$ cat config.mk
export PLATFORM = sky130hd
export DESIGN_NAME = tdd_wavegen
export DESIGN_NICKNAME = d
export VERILOG_FILES = /design/src/rtl/tdd_pkg.sv /design/src/rtl/tdd_cfg_regs.sv /design/src/rtl/tdd_sync_sel.sv /design/src/rtl/tdd_frame_ctrl.sv /design/src/rtl/tdd_chan_bank.sv /design/src/rtl/tdd_wavegen.sv
export SDC_FILE = /design/constraint.sdc
export NUM_CORES = 2
export LEC_CHECK = 0
export ABC_AREA = 1
export BUFFER_PORTS_ARGS = -buffer_cell sky130_fd_sc_hd__buf_4
export CAP_MARGIN = 10
export CORE_MARGIN = 1
export CORE_UTILIZATION = 55
export DETAILED_ROUTE_END_ITERATION = 8
export GPL_TIMING_DRIVEN = 0
export PLACE_DENSITY = 0.79
export SYNTH_ARGS = -nofsm -noshare
export SYNTH_HDL_FRONTEND = slang
export SYNTH_HIERARCHICAL = 1
export SYNTH_SLANG_ARGS = --single-unit
$ cat constraint.sdc
create_clock -name clk -period 4.05 [get_ports clk]
set_input_delay 0.405 -clock clk [delete_from_list [all_inputs] [get_ports clk]]
set_output_delay 0.405 -clock clk [all_outputs]
set_load 0.005 [all_outputs]
$ cat src/rtl/tdd_pkg.sv
package tdd_pkg;
  typedef enum logic [1:0] {
    ST_IDLE  = 2'd0,
    ST_ARMED = 2'd1,
    ST_DELAY = 2'd2,
    ST_RUN   = 2'd3
  } tdd_state_e;

  typedef enum logic [1:0] {
    SRC_EXT  = 2'd0,
    SRC_INT  = 2'd1,
    SRC_SW   = 2'd2,
    SRC_NONE = 2'd3
  } sync_src_e;

  localparam int A_CTRL    = 0;
  localparam int A_FLEN    = 1;
  localparam int A_BURST   = 2;
  localparam int A_DELAY   = 3;
  localparam int A_PERIOD  = 4;
  localparam int A_ENMASK  = 5;
  localparam int A_POLMASK = 6;
  localparam int A_CH_BASE = 64;

  localparam int CTRL_EN_BIT     = 0;
  localparam int CTRL_SRC_LSB    = 1;
  localparam int CTRL_STROBE_BIT = 3;
endpackage

$ cat src/rtl/tdd_cfg_regs.sv
module tdd_cfg_regs
  import tdd_pkg::*;
#(
  parameter int NUM_CH = 8,
  parameter int CNT_W  = 32,
  parameter int DATA_W = 32,
  parameter int ADDR_W = 8
) (
  input  logic                            clk,
  input  logic                            rst,
  input  logic                            cfg_we,
  input  logic [ADDR_W-1:0]               cfg_addr,
  input  logic [DATA_W-1:0]               cfg_wdata,
  output logic                            gen_en,
  output sync_src_e                       sync_src,
  output logic                            sw_strobe,
  output logic [CNT_W-1:0]                frame_len,
  output logic [CNT_W-1:0]                burst_len,
  output logic [CNT_W-1:0]                start_dly,
  output logic [CNT_W-1:0]                sync_period,
  output logic [NUM_CH-1:0]               ch_en,
  output logic [NUM_CH-1:0]               ch_pol,
  output logic [NUM_CH-1:0][CNT_W-1:0]    ch_start,
  output logic [NUM_CH-1:0][CNT_W-1:0]    ch_stop
);
  logic hit_ctrl;
  assign hit_ctrl = cfg_we && (cfg_addr == ADDR_W'(A_CTRL));

  always_ff @(posedge clk) begin
    if (rst) begin
      gen_en      <= 1'b0;
      sync_src    <= SRC_EXT;
      sw_strobe   <= 1'b0;
      frame_len   <= '0;
      burst_len   <= '0;
      start_dly   <= '0;
      sync_period <= '0;
      ch_en       <= '0;
      ch_pol      <= '0;
    end else begin
      sw_strobe <= hit_ctrl && cfg_wdata[CTRL_STROBE_BIT];
      if (hit_ctrl) begin
        gen_en   <= cfg_wdata[CTRL_EN_BIT];
        sync_src <= sync_src_e'(cfg_wdata[CTRL_SRC_LSB +: 2]);
      end
      if (cfg_we) begin
        if (cfg_addr == ADDR_W'(A_FLEN))    frame_len   <= cfg_wdata[CNT_W-1:0];
        if (cfg_addr == ADDR_W'(A_BURST))   burst_len   <= cfg_wdata[CNT_W-1:0];
        if (cfg_addr == ADDR_W'(A_DELAY))   start_dly   <= cfg_wdata[CNT_W-1:0];
        if (cfg_addr == ADDR_W'(A_PERIOD))  sync_period <= cfg_wdata[CNT_W-1:0];
        if (cfg_addr == ADDR_W'(A_ENMASK))  ch_en       <= cfg_wdata[NUM_CH-1:0];
        if (cfg_addr == ADDR_W'(A_POLMASK)) ch_pol      <= cfg_wdata[NUM_CH-1:0];
      end
    end
  end

  // One start/stop register pair per channel, at consecutive addresses
  for (genvar c = 0; c < NUM_CH; c++) begin : g_chreg
    logic [CNT_W-1:0] start_q, stop_q;
    always_ff @(posedge clk) begin
      if (rst) begin
        start_q <= '0;
        stop_q  <= '0;
      end else if (cfg_we) begin
        if (cfg_addr == ADDR_W'(A_CH_BASE + 2*c))     start_q <= cfg_wdata[CNT_W-1:0];
        if (cfg_addr == ADDR_W'(A_CH_BASE + 2*c + 1)) stop_q  <= cfg_wdata[CNT_W-1:0];
      end
    end
    assign ch_start[c] = start_q;
    assign ch_stop[c]  = stop_q;
  end
endmodule

$ cat src/rtl/tdd_sync_sel.sv
module tdd_sync_sel
  import tdd_pkg::*;
#(
  parameter int CNT_W = 32
) (
  input  logic             clk,
  input  logic             rst,
  input  logic             gen_en,
  input  sync_src_e        sync_src,
  input  logic             sw_strobe,
  input  logic             ext_sync,
  input  logic [CNT_W-1:0] sync_period,
  output logic             sync_evt
);
  logic             meta_q, sync_q, prev_q;
  logic [CNT_W-1:0] tick_q;
  logic             ext_evt, int_evt, sw_evt, int_on;

  // Two-flop synchronizer followed by a rising-edge detector
  always_ff @(posedge clk) begin
    if (rst) begin
      meta_q <= 1'b0;
      sync_q <= 1'b0;
      prev_q <= 1'b0;
    end else begin
      meta_q <= ext_sync;
      sync_q <= meta_q;
      prev_q <= sync_q;
    end
  end

  assign int_on = gen_en && (sync_src == SRC_INT) && (sync_period != '0);

  // Periodic internal pulse, restarted whenever it is not selected
  always_ff @(posedge clk) begin
    if (rst || !int_on) begin
      tick_q <= '0;
    end else if (tick_q == sync_period - CNT_W'(1)) begin
      tick_q <= '0;
    end else begin
      tick_q <= tick_q + CNT_W'(1);
    end
  end

  assign ext_evt  = (sync_src == SRC_EXT) && sync_q && !prev_q;
  assign int_evt  = int_on && (tick_q == sync_period - CNT_W'(1));
  assign sw_evt   = (sync_src == SRC_SW) && sw_strobe;
  assign sync_evt = ext_evt || int_evt || sw_evt;
endmodule

$ cat src/rtl/tdd_frame_ctrl.sv
module tdd_frame_ctrl
  import tdd_pkg::*;
#(
  parameter int CNT_W = 32
) (
  input  logic             clk,
  input  logic             rst,
  input  logic             gen_en,
  input  logic             sync_evt,
  input  logic [CNT_W-1:0] frame_len,
  input  logic [CNT_W-1:0] burst_len,
  input  logic [CNT_W-1:0] start_dly,
  output tdd_state_e       state,
  output logic             running,
  output logic [CNT_W-1:0] ref_cnt
);
  logic [CNT_W-1:0] dly_q, frame_idx_q, last_pos;
  logic             at_frame_end, at_last_frame;

  assign last_pos      = (frame_len == '0) ? '0 : frame_len - CNT_W'(1);
  assign at_frame_end  = ref_cnt >= last_pos;
  assign at_last_frame = (burst_len != '0) && (frame_idx_q >= burst_len - CNT_W'(1));
  assign running       = (state == ST_RUN);

  always_ff @(posedge clk) begin
    if (rst) begin
      state       <= ST_IDLE;
      dly_q       <= '0;
      ref_cnt     <= '0;
      frame_idx_q <= '0;
    end else if (!gen_en) begin
      state <= ST_IDLE;
    end else begin
      case (state)
        ST_IDLE: state <= ST_ARMED;
        ST_ARMED: begin
          if (sync_evt) begin
            state <= ST_DELAY;
            dly_q <= '0;
          end
        end
        ST_DELAY: begin
          if (dly_q >= start_dly) begin
            state       <= ST_RUN;
            ref_cnt     <= '0;
            frame_idx_q <= '0;
          end else begin
            dly_q <= dly_q + CNT_W'(1);
          end
        end
        ST_RUN: begin
          if (at_frame_end) begin
            ref_cnt <= '0;
            if (at_last_frame) state <= ST_ARMED;
            else               frame_idx_q <= frame_idx_q + CNT_W'(1);
          end else begin
            ref_cnt <= ref_cnt + CNT_W'(1);
          end
        end
        default: state <= ST_IDLE;
      endcase
    end
  end
endmodule

$ cat src/rtl/tdd_chan_bank.sv
module tdd_chan_bank #(
  parameter int NUM_CH = 8,
  parameter int CNT_W  = 32
) (
  input  logic                         clk,
  input  logic                         rst,
  input  logic                         running,
  input  logic [CNT_W-1:0]             ref_cnt,
  input  logic [NUM_CH-1:0]            ch_en,
  input  logic [NUM_CH-1:0]            ch_pol,
  input  logic [NUM_CH-1:0][CNT_W-1:0] ch_start,
  input  logic [NUM_CH-1:0][CNT_W-1:0] ch_stop,
  output logic [NUM_CH-1:0]            ch_out
);
  for (genvar c = 0; c < NUM_CH; c++) begin : g_ch
    logic in_win, out_q;
    always_comb begin
      if (ch_start[c] <= ch_stop[c])
        in_win = (ref_cnt >= ch_start[c]) && (ref_cnt < ch_stop[c]);
      else
        in_win = (ref_cnt >= ch_start[c]) || (ref_cnt < ch_stop[c]);
    end
    always_ff @(posedge clk) begin
      if (rst) out_q <= 1'b0;
      else     out_q <= (running && ch_en[c] && in_win) ^ ch_pol[c];
    end
    assign ch_out[c] = out_q;
  end
endmodule

$ cat src/rtl/tdd_wavegen.sv
module tdd_wavegen
  import tdd_pkg::*;
#(
  parameter int NUM_CH = 8,
  parameter int CNT_W  = 32,
  parameter int DATA_W = 32,
  parameter int ADDR_W = 8
) (
  input  logic              clk,
  input  logic              rst,
  input  logic              cfg_we,
  input  logic [ADDR_W-1:0] cfg_addr,
  input  logic [DATA_W-1:0] cfg_wdata,
  input  logic              ext_sync,
  output logic [NUM_CH-1:0] ch_out
);
  logic                         gen_en, sw_strobe, sync_evt, running;
  sync_src_e                    sync_src;
  tdd_state_e                   state;
  logic [CNT_W-1:0]             frame_len, burst_len, start_dly, sync_period, ref_cnt;
  logic [NUM_CH-1:0]            ch_en, ch_pol;
  logic [NUM_CH-1:0][CNT_W-1:0] ch_start, ch_stop;

  tdd_cfg_regs #(.NUM_CH(NUM_CH), .CNT_W(CNT_W), .DATA_W(DATA_W), .ADDR_W(ADDR_W)) u_regs (
    .clk(clk), .rst(rst), .cfg_we(cfg_we), .cfg_addr(cfg_addr), .cfg_wdata(cfg_wdata),
    .gen_en(gen_en), .sync_src(sync_src), .sw_strobe(sw_strobe),
    .frame_len(frame_len), .burst_len(burst_len), .start_dly(start_dly),
    .sync_period(sync_period), .ch_en(ch_en), .ch_pol(ch_pol),
    .ch_start(ch_start), .ch_stop(ch_stop)
  );

  tdd_sync_sel #(.CNT_W(CNT_W)) u_sync (
    .clk(clk), .rst(rst), .gen_en(gen_en), .sync_src(sync_src), .sw_strobe(sw_strobe),
    .ext_sync(ext_sync), .sync_period(sync_period), .sync_evt(sync_evt)
  );

  tdd_frame_ctrl #(.CNT_W(CNT_W)) u_frame (
    .clk(clk), .rst(rst), .gen_en(gen_en), .sync_evt(sync_evt),
    .frame_len(frame_len), .burst_len(burst_len), .start_dly(start_dly),
    .state(state), .running(running), .ref_cnt(ref_cnt)
  );

  tdd_chan_bank #(.NUM_CH(NUM_CH), .CNT_W(CNT_W)) u_bank (
    .clk(clk), .rst(rst), .running(running), .ref_cnt(ref_cnt),
    .ch_en(ch_en), .ch_pol(ch_pol), .ch_start(ch_start), .ch_stop(ch_stop),
    .ch_out(ch_out)
  );
endmodule

==> flow_summary_export.csv <==
group,metric,value,unit
timing,fin_crit_sh,94.85,%
detailed_routing,via_density_per_instance,5.852,
timing,finalMaxSlewViolations,0,
worst_setup_path,worst-setup-path-type,"flip-flop to flip-flop",
synthesis,ffs_latches_synth,801,
synthesis,dominantRegCellSynth,"sky130_fd_sc_hd__dfxtp_1",
global_routing,grt_max_degree,23,
worst_setup_path,critPathMostFrequentCell,"sky130_fd_sc_hd__nand2_1",
global_routing,grt_pass1_wl,326500,um
min_path,worst_hold_path_type,"primary input to flip-flop",
outcome,outcome,"finished, final reports clean",
global_routing,grt-ovfl-total,0,
worst_setup_path,startpoint_type,"flip-flop",
synthesis,synth_nets,9970,
worst_setup_path,cp_max_fo,7,
synthesis,synthesized_area_per_cell,6.585,um^2
detailed_routing,detail-route-antenna-nets,0,
timing,fmaxAchievable,260.3,MHz
worst_setup_path,timing.critical_path.slowest_cell_delay,330,ps
timing,finClkSkew,35.28,ps
placed_design,number_of_i_o_port_buffers,50,
floorplanning,core,0.1074,mm^2
power_and_ir_drop,power_per_cell_area,284.8,mW/mm^2
worst_setup_path,crit_required,4640,ps
timing,maxSlewHeadroom,1.454,%
clocking,cts_sinks,801,
clocking,cts_tree,"built",
detailed_routing,drc_violation_count_after_routing,0,
timing,timing.final.hold_violations,0,
clocking,cts_buffer_depth,3,
cells_and_area,nNetsFinal,10191,
clocking,h-tree-depth,3,
synthesis,synthCells,9057,
global_routing,number_of_global_route_vias_before_repair,58870,
timing,setup-violations-final,0,
worst_setup_path,timing.critical_path.max_delay_family,"simple AND/OR/NAND/NOR gates",
floorplanning,start_util,55.55,%
clocking,numCtsBuffers,96,
detailed_routing,vias,63024,
synthesis,synth_sequential_area_ratio,26.89,%
floorplanning,fp-row-count,120,
synthesis,post_synth_instance_area,0.05964,mm^2
clocking,cts_root_buf,"sky130_fd_sc_hd__clkbuf_16",
cells_and_area,finish.cell_count_without_fillers,10770,
worst_setup_path,timing.critical_path.cells,"inv_1 -> ha_1 -> inv_1 -> nor2_2 -> nand2_2 -> nor2_2 -> nand2_1 -> nor3_4 -> nand3_2 -> nor2_1 -> or2_2 -> nand3_1 -> ha_1 -> nand4_1 -> nor3_2 -> nand2_1 -> nand4_1 -> buf_4 -> nand2_1 -> nand2_4 -> clkinvlp_4 -> nand2_1 -> nor2_1",
global_routing,antenna_violations_before_repair,10,
placed_design,dp_hpwl,157600,um
global_routing,grtUsageTotal,38.06,%
run,drv.max_cap_violation_count,0,
timing,fin_crit,3842,ps
synthesis,yosysUniqueCellTypes,59,
timing,max_slew.worst_pin.slew,1478,ps
floorplanning,die_height,331.3,um
timing,fin_hold_ws,37.66,ps
placed_design,post-place-cells,10538,
worst_setup_path,worst_ep_arrival_time,4430,ps
detailed_routing,routed_wl,216200,um
cells_and_area,flow.area_growth_from_synthesis,11.59,%
clocking,clock_pin_slew_on_the_worst_setup_and_hold_paths,70,ps
power_and_ir_drop,vdd_drop_max,0.3201,mV
cells_and_area,layout_cell_share_with_drive_strength_beyond_1,7.246,%
synthesis,synth_largest_area_cell,"sky130_fd_sc_hd__dfxtp_1",
synthesis,synth-edff-count,0,
detailed_routing,initialDrtViolationCount,7272,
synthesis,synth_common_cells,"sky130_fd_sc_hd__nand2_1 (2,039), sky130_fd_sc_hd__nor2_1 (1,808), sky130_fd_sc_hd__inv_1 (1,027)",
synthesis,synth.top_cell.area_share,26.89,%
floorplanning,fp.dieW,331.3,um
detailed_routing,first_pass_iters,8,
synthesis,async_flop_share,0,%
synthesis,synth_most_common_cell,"sky130_fd_sc_hd__nand2_1",
power_and_ir_drop,total_leakage_power,30.90,nW
synthesis,warnings_synthesis,6,
detailed_routing,post_drt_wl_per_cell,20.07,um
clocking,clkLatencyLatePin,720,ps
floorplanning,floorplan.die_area,0.1098,mm^2
worst_setup_path,worst_path_max_delay_cell,"sky130_fd_sc_hd__dfxtp_1",
placed_design,routabilityCongestion,1.014,
worst_setup_path,cp.buffers_inverters,4,
floorplanning,pin_count,52,
worst_setup_path,critical_path.endpoint_type,"flip-flop",
synthesis,synth.area.top_cells,"sky130_fd_sc_hd__dfxtp_1 (27%), sky130_fd_sc_hd__ha_1 (18%), sky130_fd_sc_hd__nand2_1 (13%)",
## what timing repair did
| item | CTS | global route |
|---|---|---|
| endpoints found under the setup margin | 49 | 65 |
| setup buffers | 2 | 3 |
| hold buffers | 31 | 0 |
| endpoints found under the hold margin | 31 | 0 |
| pin swaps | 2 | 2 |
| resized for setup | 2 | 29 |
## logic make-up (layout without fill, tap and decap cells)
logic type / after synthesis / count (layout) / synth area share, %
adder cells (fa/ha/maj): 869 / 869 / 18.23
AND/OR/NAND/NOR: 4998 / 4998 / 36.00
XOR/XNOR: 146 / 146 / 2.144
flip-flops: 801 / 801 / 26.89
AO/OA/AOI/OAI: 773 / 773 / 6.865
other: 0 / 10 / 0
buffers and inverters: 1470 / 1770 / 9.867
## where the power goes
part | switching (W) | total, W | internal (W)
registers | 0.0000132 | 0.00791 | 0.00789
logic | 0.00115 | 0.00152 | 0.000373
clock network | 0.00379 | 0.00953 | 0.00573
## worst paths after layout
check                           start                      endpoint  slack, ps  cells past startpoint
setup / recovery  u_regs/frame_len[0]           u_frame/ref_cnt[29]        210                     23
hold / removal          cfg_wdata[31]  u_regs/g_chreg[0].stop_q[31]         40                      3
setup reg to reg  u_regs/frame_len[0]           u_frame/ref_cnt[29]        210                     23
hold reg to reg         u_sync/meta_q                 u_sync/sync_q        410                      2
## worst reg2reg max path, delay by kind of cell, from the launching register on
| family | cells | cell delay [ps] |
|---|---|---|
| adder cells (fa/ha/maj) | 2 | 520 |
| AND/OR/NAND/NOR | 17 | 2310 |
| buffers and inverters | 4 | 550 |
| flip-flops | 1 | 330 |
## registers in the layout, indices dropped and copies added (netlist names), 2 cells and up
register / flops
u_regs/burst_len: 32
u_frame/state: 2
u_bank/g_ch.out_q: 8
u_sync/tick_q: 32
u_frame/ref_cnt: 32
u_regs/g_chreg.start_q: 256
u_frame/frame_idx_q: 32
u_regs/g_chreg.stop_q: 256
u_regs/sync_src: 2
u_regs/ch_pol: 8
u_regs/ch_en: 8
u_regs/frame_len: 32
u_regs/sync_period: 32
u_frame/dly_q: 32
u_regs/start_dly: 32
## per-layer routing
metal / routed length [um] / vias to the layer above / global-route usage (%)
met5: 89 / - / 0
met4: 17690 / 14 / 26.73
met2: 91650 / 3497 / 59.59
met1: 81240 / 28731 / 45.74
li1: - / 29796 / -
met3: 25500 / 986 / 9.448
## stage by stage
step	worst slack [ps]	utilization [%]	cell area (um^2)	total power [W]	TNS, ps
after detailed placement	-142.5	58.20	62480	0.009447	-3484
after floorplan	776.7	-	59640	0.008866	0
after global routing	-35.73	61.97	66530	0.01936	-232.2
after global placement	-66.88	57.54	61770	0.009410	-875.0
final	208.5	61.99	66550	0.01896	0
after CTS	22.18	61.72	66260	0.01885	0
## final cells by class
class                   instances  area (um^2)
inverters                    1063         3996
diodes                         10        25.02
clock inverters                53        753.2
flip-flops and latches        801        16070
multi-input cells            6786        37800
repair buffers                123         1539
fillers                      9706        40800
well taps                    1403         1755
plain buffers                 407         1917
clock buffers                 124         2699
## placed cells by master, fill, tap and decap left out, drive strengths merged
master / n
a21oi: 542
a21o: 14
nor3: 115
inv: 1042
diode: 10
dlygate4sd3: 31
and3b: 1
o21bai: 14
ha: 869
nor2b: 1
buf: 336
nor2: 1879
clkinvlp: 9
or2: 11
a41oi: 1
nor4: 31
a211oi: 1
a21boi: 5
clkinv: 49
nor3b: 16
nand3b: 17
and2: 4
nand4: 543
dfxtp: 801
nand3: 317
and3: 7
o21a: 17
a31o: 2
nand2: 2056
xor2: 94
o211ai: 15
clkbuf: 287
a211o: 1
a31oi: 5
xnor2: 52
o21ai: 156
bufinv: 16
Power figures use the tool's default switching activity.
